<file path="src/rtl/aperture_xlate.sv">
module aperture_xlate #(
  parameter int AW      = 32,
  parameter int SLOTS   = 8,
  parameter int PG      = 12,
  parameter int DSH     = 22,
  parameter int BASE_SH = 25
) (
  input  logic          clk,
  input  logic          rst_n,
  input  logic          reg_we,
  input  logic [2:0]    reg_sel,
  input  logic [AW-1:0] reg_wdata,
  output logic [AW-1:0] reg_rdata,
  input  logic          req_valid,
  output logic          req_ready,
  input  logic [AW-1:0] req_addr,
  output logic          rsp_valid,
  input  logic          rsp_ready,
  output logic [AW-1:0] rsp_addr,
  output logic [1:0]    rsp_kind,
  output logic          mem_req,
  output logic [AW-1:0] mem_addr,
  input  logic          mem_ack,
  input  logic [AW-1:0] mem_rdata
);
  localparam int IW  = $clog2(SLOTS);
  localparam int FW  = AW - PG;
  localparam logic [1:0] K_OK = 2'd0, K_PASS = 2'd1, K_FAULT = 2'd2;

  typedef enum logic [1:0] {S_IDLE, S_DIR, S_LEAF, S_RSP} st_t;
  st_t st;

  logic [AW-1:0] dir_base, ap_base, cur_addr;
  logic [FW-1:0] dir_pfn;
  logic [1:0]    sz_code;
  logic          xl_en, flush_busy, stale;
  logic [IW-1:0] flush_idx, rr_ptr;
  logic [1:0]    kind_q;
  logic [AW-1:0] addr_q;

  logic [SLOTS-1:0] c_vld;
  logic [FW-1:0]    c_tag [SLOTS];
  logic [FW-1:0]    c_pfn [SLOTS];
  logic [SLOTS-1:0] hit_vec;
  logic [FW-1:0]    hit_pfn;
  logic             hit;

  logic unused_bits;
  assign unused_bits = ^mem_rdata[PG-1:1];

  logic flush_go, en_clear, accept, in_win, fill_en;
  logic [AW-1:0] win_span, win_mask;

  assign flush_go = reg_we && reg_sel == 3'd4 && reg_wdata[0];
  assign en_clear = reg_we && reg_sel == 3'd3 && !reg_wdata[0];
  assign req_ready = (st == S_IDLE) && !flush_busy;
  assign accept    = req_valid && req_ready;

  assign win_span = {{(AW-1){1'b0}}, 1'b1} << (BASE_SH + int'(sz_code));
  assign win_mask = ~(win_span - 1'b1);
  assign in_win   = (req_addr & win_mask) == (ap_base & win_mask);

  for (genvar i = 0; i < SLOTS; i++) begin : g_cmp
    assign hit_vec[i] = c_vld[i] && (c_tag[i] == req_addr[AW-1:PG]);
  end

  always_comb begin
    hit_pfn = '0;
    for (int i = 0; i < SLOTS; i++)
      if (hit_vec[i]) hit_pfn = hit_pfn | c_pfn[i];
  end
  assign hit = |hit_vec;

  assign mem_req  = (st == S_DIR) || (st == S_LEAF);
  assign mem_addr = (st == S_DIR) ? {dir_base[AW-1:PG], cur_addr[AW-1:DSH], 2'b00}
                                  : {dir_pfn, cur_addr[DSH-1:PG], 2'b00};

  assign fill_en = (st == S_LEAF) && mem_ack && mem_rdata[0] && !stale &&
                   !flush_busy && !flush_go && !en_clear && xl_en;

  assign rsp_valid = (st == S_RSP);
  assign rsp_addr  = addr_q;
  assign rsp_kind  = kind_q;

  always_comb begin
    case (reg_sel)
      3'd0:    reg_rdata = dir_base;
      3'd1:    reg_rdata = ap_base;
      3'd2:    reg_rdata = {{(AW-3){1'b0}}, sz_code, 1'b0};
      3'd3:    reg_rdata = {{(AW-1){1'b0}}, xl_en};
      3'd4:    reg_rdata = {{(AW-1){1'b0}}, flush_busy};
      default: reg_rdata = '0;
    endcase
  end

  always_ff @(posedge clk) begin
    if (!rst_n) begin
      dir_base   <= '0;
      ap_base    <= '0;
      sz_code    <= '0;
      xl_en      <= 1'b0;
      flush_busy <= 1'b0;
      flush_idx  <= '0;
    end else begin
      if (reg_we) begin
        case (reg_sel)
          3'd0: dir_base <= {reg_wdata[AW-1:PG], {PG{1'b0}}};
          3'd1: ap_base  <= reg_wdata;
          3'd2: if (reg_wdata[0]) sz_code <= reg_wdata[2:1];
          3'd3: xl_en    <= reg_wdata[0];
          default: ;
        endcase
      end
      if (flush_go) begin
        flush_busy <= 1'b1;
        flush_idx  <= '0;
      end else if (flush_busy) begin
        flush_idx <= flush_idx + 1'b1;
        if (flush_idx == IW'(SLOTS-1)) flush_busy <= 1'b0;
      end
    end
  end

  always_ff @(posedge clk) begin
    if (!rst_n) begin
      st       <= S_IDLE;
      cur_addr <= '0;
      dir_pfn  <= '0;
      addr_q   <= '0;
      kind_q   <= K_OK;
      stale    <= 1'b0;
    end else begin
      if ((flush_go || en_clear) && st != S_IDLE) stale <= 1'b1;
      case (st)
        S_IDLE: if (accept) begin
          cur_addr <= req_addr;
          stale    <= 1'b0;
          if (!xl_en || !in_win) begin
            addr_q <= req_addr;
            kind_q <= K_PASS;
            st     <= S_RSP;
          end else if (hit) begin
            addr_q <= {hit_pfn, req_addr[PG-1:0]};
            kind_q <= K_OK;
            st     <= S_RSP;
          end else if (dir_base == '0) begin
            addr_q <= '0;
            kind_q <= K_FAULT;
            st     <= S_RSP;
          end else begin
            st <= S_DIR;
          end
        end
        S_DIR: if (mem_ack) begin
          if (!mem_rdata[0]) begin
            addr_q <= '0;
            kind_q <= K_FAULT;
            st     <= S_RSP;
          end else begin
            dir_pfn <= mem_rdata[AW-1:PG];
            st      <= S_LEAF;
          end
        end
        S_LEAF: if (mem_ack) begin
          if (!mem_rdata[0]) begin
            addr_q <= '0;
            kind_q <= K_FAULT;
          end else begin
            addr_q <= {mem_rdata[AW-1:PG], cur_addr[PG-1:0]};
            kind_q <= K_OK;
          end
          st <= S_RSP;
        end
        S_RSP: if (rsp_ready) st <= S_IDLE;
        default: st <= S_IDLE;
      endcase
    end
  end

  always_ff @(posedge clk) begin
    if (!rst_n) begin
      c_vld  <= '0;
      rr_ptr <= '0;
    end else if (en_clear) begin
      c_vld <= '0;
    end else if (flush_busy) begin
      c_vld[flush_idx] <= 1'b0;
    end else if (fill_en) begin
      c_vld[rr_ptr] <= 1'b1;
      rr_ptr        <= rr_ptr + 1'b1;
    end
  end

  always_ff @(posedge clk) begin
    if (fill_en) begin
      c_tag[rr_ptr] <= cur_addr[AW-1:PG];
      c_pfn[rr_ptr] <= mem_rdata[AW-1:PG];
    end
  end

  assert_single_walk_R10: assert property (@(posedge clk) disable iff (!rst_n)
    mem_req |-> !req_ready);

  assert_rsp_hold_R10: assert property (@(posedge clk) disable iff (!rst_n)
    (rsp_valid && !rsp_ready) |=> (rsp_valid && $stable(rsp_addr) && $stable(rsp_kind)));

  assert_fault_noaddr_R5: assert property (@(posedge clk) disable iff (!rst_n)
    (rsp_valid && rsp_kind == K_FAULT) |-> (rsp_addr == '0));

  assert_mem_hold_R3: assert property (@(posedge clk) disable iff (!rst_n)
    (mem_req && !mem_ack) |=> (mem_req && $stable(mem_addr)));

  assert_flush_clean_R8: assert property (@(posedge clk) disable iff (!rst_n)
    $fell(flush_busy) |-> (c_vld == '0));
endmodule

</file>
<file path="config.mk">
export PLATFORM = sky130hd
export DESIGN_NAME = aperture_xlate
export DESIGN_NICKNAME = d
export VERILOG_FILES = /design/src/rtl/aperture_xlate.sv
export SDC_FILE = /design/constraint.sdc
export NUM_CORES = 1
export LEC_CHECK = 0
export BUFFER_PORTS_ARGS = -buffer_cell sky130_fd_sc_hd__buf_2
export CELL_PAD_IN_SITES_DETAIL_PLACEMENT = 1
export CELL_PAD_IN_SITES_GLOBAL_PLACEMENT = 1
export CORE_MARGIN = 5
export CORE_UTILIZATION = 36
export DETAILED_ROUTE_END_ITERATION = 10
export PLACE_DENSITY_LB_ADDON = 0.1
export SETUP_SLACK_MARGIN = 0.05
export SLEW_MARGIN = 30
export SYNTH_ARGS = -nofsm -noshare
export SYNTH_HDL_FRONTEND = slang
export SYNTH_SLANG_ARGS = --single-unit
</file>
<file path="constraint.sdc">
create_clock -name clk -period 6.4 [get_ports clk]
set_input_delay 0.32 -clock clk [delete_from_list [all_inputs] [get_ports clk]]
set_output_delay 0.32 -clock clk [all_outputs]
set_load 0.005 [all_outputs]
</file>
==> summary.txt <==
Finish
  – Final instance area: 23300 um2
  – Fill count: 5618
  – Fin cells: 2517
  – Commonest non-fill, non-tap cell in the layout: edfxtp_1
  – Final net count: 1890
  – Share of post-route cells with drive strength above 1: 0.204
  – Utilization after layout: 0.433
  – Area delta synth->final: 19.4%
  – Most frequent cells in the layout: 320 x edfxtp_1, 242 x nand2_1, 192 x buf_2

Hold path
  – Worst Hold Launch: mem_rdata[25]
  – HP Class: in2reg

Timing
  – # setup viols final: 0
  – Slew of the pin with the lowest slew margin: 0.971 ns
  – Slew headroom: 0.353
  – Hold_ws: 0.0355 ns
  – RSZ-0062 raised after global routing: no
  – Final setup margin: 2.48 ns
  – Post-route setup TNS: 0 ns
  – Fin. Hold Viols: 0
  – Fmax: 255 MHz
  – Worst Clk Skew: 0.0250 ns
  – Period utilisation layout: 0.613
  – Period minus WS final: 3.92 ns
  – Slew Limit Fails: 0

Synthesis
  – Post-synth cell types: 48
  – Post-synthesis register bit count: 479
  – Post-synthesis sequential area ratio: 0.655
  – Main flop type after synthesis: edfxtp_1
  – Average size of a mapped cell: 12.6 um2
  – Post-synth EDFFs: 320
  – Syn Inst Count: 1553
  – Synthesized cell area: 19500 um2
  – Synthesis warning total: 0
  – Fraction of registers with async set/reset: 0

Worst setup path
  – Critical Path Source Type: flop
  – Critical Path Sink Type: flop
  – FF-to-FF Start: c_tag[6][0]
  – Beginning of the critical path: c_tag[6][0]
  – WP data arrival: 4.41 ns
  – CP max FO: 21
  – CP required: 6.89 ns
  – Crit Path Class: reg2reg

Placement
  – Port Buf Inserts: 192
  – Placed insts: 2374
  – Placer congestion estimate: 0.781
  – DP Area: 21300 um2
  – HPWL Detailed: 42000 um
  – Pre-CTS setup slack: 2.16 ns

Clock network
  – Clock buffer depth: 3
  – H-tree Lvls: 2
  – Setup repair bufs after CTS: 0
  – Number of CTS-inserted buffers: 53
  – Total clock sinks: 479
  – Register clock-pin slew on the reported worst setup and hold paths: 0.06 ns
  – Root Buffer Master: clkbuf_16
  – Clock Latency Late Sink: 0.60 ns
  – CTS tree: built

Outcome
  – Outcome: completed

Detailed routing
  – TritonRoute pass-1 iters: 5
  – Vias per cell: 5.38
  – Via count: 13500
  – Antenna-violating nets left: 0
  – Post-Route WL: 66600 um
  – Drt drc: 0
  – Iteration-0 DRC Markers: 863
  – Routed wire length per instance: 26.4 um

Power and ir drop
  – Total power: 7.98 mW
  – Static Leak: 8.19 nW
  – Max VDD drop: 0.198 mV
  – PwrDens: 342 nW/um2

GRT
  – Largest net degree at the start of global routing: 78
  – Grt ovf: 0
  – Vias in the first global route: 14200
  – Global-route wire length before repair: 97000 um
  – Initial antenna violation count: 3
  – Total track usage: 0.219

Die
  – Die height: 243 um
  – Die width: 243 um
  – # IOs: 206
  – Placeable Area: 53800 um2
  – Total die area: 59000 um2
  – Cell row count: 85
  – Initial Util: 0.363

Run
  – MaxCap Viol Count: 0
==> worst max-delay path, stage by stage (launching register included) <==
cell	delay [ns]
edfxtp_1	0.38
xor2_1	0.15
nor4_1	0.70
nand4_1	0.42
nor3_2	0.26
buf_4	0.36
or4_4	0.24
or3_1	0.58
buf_4	0.33
a21oi_1	0.09
a311oi_1	0.28
==> kinds of logic (layout without fill, tap and decap cells) <==
group,Yosys count,in the layout,share of synthesized area
flops,479,479,0.655
simple gates,389,389,0.0888
compound gates,340,340,0.122
xor+xnor,169,169,0.0758
buf+inv,130,396,0.0312
mux,36,36,0.0204
fa+ha+maj,9,9,0.00577
other cells,1,3,0.000192
==> final cells by class <==
class | count | area, um2 | share of cell area
Clock inverter | 23 | 145 | 0.00623
Timing Repair Buffer | 274 | 1680 | 0.0723
Sequential cell | 479 | 12800 | 0.549
Antenna cell | 1 | 2.50 | 0.000107
Clock buffer | 76 | 1470 | 0.0632
Tap cell | 696 | 871 | 0.0374
Multi-Input combinational cell | 945 | 6250 | 0.268
Inverter | 23 | 88.8 | 0.00381
==> synthesized netlist by cell type (9+ instances only) <==
library cell | number | share of area
a22oi_1 | 62 | 0.024
buf_2 | 16 | 0.0041
a21oi_1 | 134 | 0.034
inv_1 | 22 | 0.0042
clkbuf_1 | 65 | 0.012
o211a_1 | 12 | 0.0062
a22o_1 | 40 | 0.018
xnor2_1 | 69 | 0.031
a221oi_1 | 20 | 0.0090
a311oi_1 | 21 | 0.0094
nand2_1 | 242 | 0.047
dfxtp_1 | 159 | 0.16
xor2_1 | 100 | 0.045
a31o_1 | 12 | 0.0054
edfxtp_1 | 320 | 0.49
nor2_1 | 31 | 0.0060
mux2_2 | 30 | 0.017
o2111ai_1 | 12 | 0.0054
nand4_1 | 21 | 0.0067
nor3_1 | 23 | 0.0059
and2_1 | 12 | 0.0038
ha_1 | 9 | 0.0058
buf_4 | 23 | 0.0088
nor4_1 | 29 | 0.0093
==> path summary, 6_finish.rpt <==
check | to | cells past startpoint | slack, ns
setup reg to reg | rsp_addr[16] | 10 | 2.48
hold reg to reg | ap_base[7] | 2 | 0.45
setup / recovery | rsp_addr[16] | 10 | 2.48
hold / removal | c_pfn[3][13] | 1 | 0.04
==> per-layer routing <==
metal  track usage  share of wire  vias up  wire (um)
li1              -              -     6171          -
met1         0.301           0.45     6910      30100
met4        0.0546          0.023        4       1510
met3        0.0524          0.063       90       4190
met5             0        0.00033        -         22
met2         0.353           0.46      374      30800
==> report_power, final <==
part	internal, mW	switching [mW]
Clock	1.64	1.24
Combinational	0.514	0.918
Sequential	3.49	0.174
==> flip-flops by register name, summed over array words and instances, names as in the netlist <==
| signal | count |
|---|---|
| flush_busy | 1 |
| stale | 1 |
| c_vld | 8 |
| rsp_kind | 2 |
| rr_ptr | 3 |
| c_pfn | 160 |
| flush_idx | 3 |
| xl_en | 1 |
| st | 2 |
| dir_pfn | 20 |
| sz_code | 2 |
| rsp_addr | 32 |
| dir_base | 20 |
| ap_base | 32 |
| cur_addr | 32 |
| c_tag | 160 |
==> timing repair <==
item	4_1_cts	5_1_grt
resized for setup	0	0
hold buffers	43	0
hold endpoints to repair	65	0
Power figures use the tool's default switching activity.
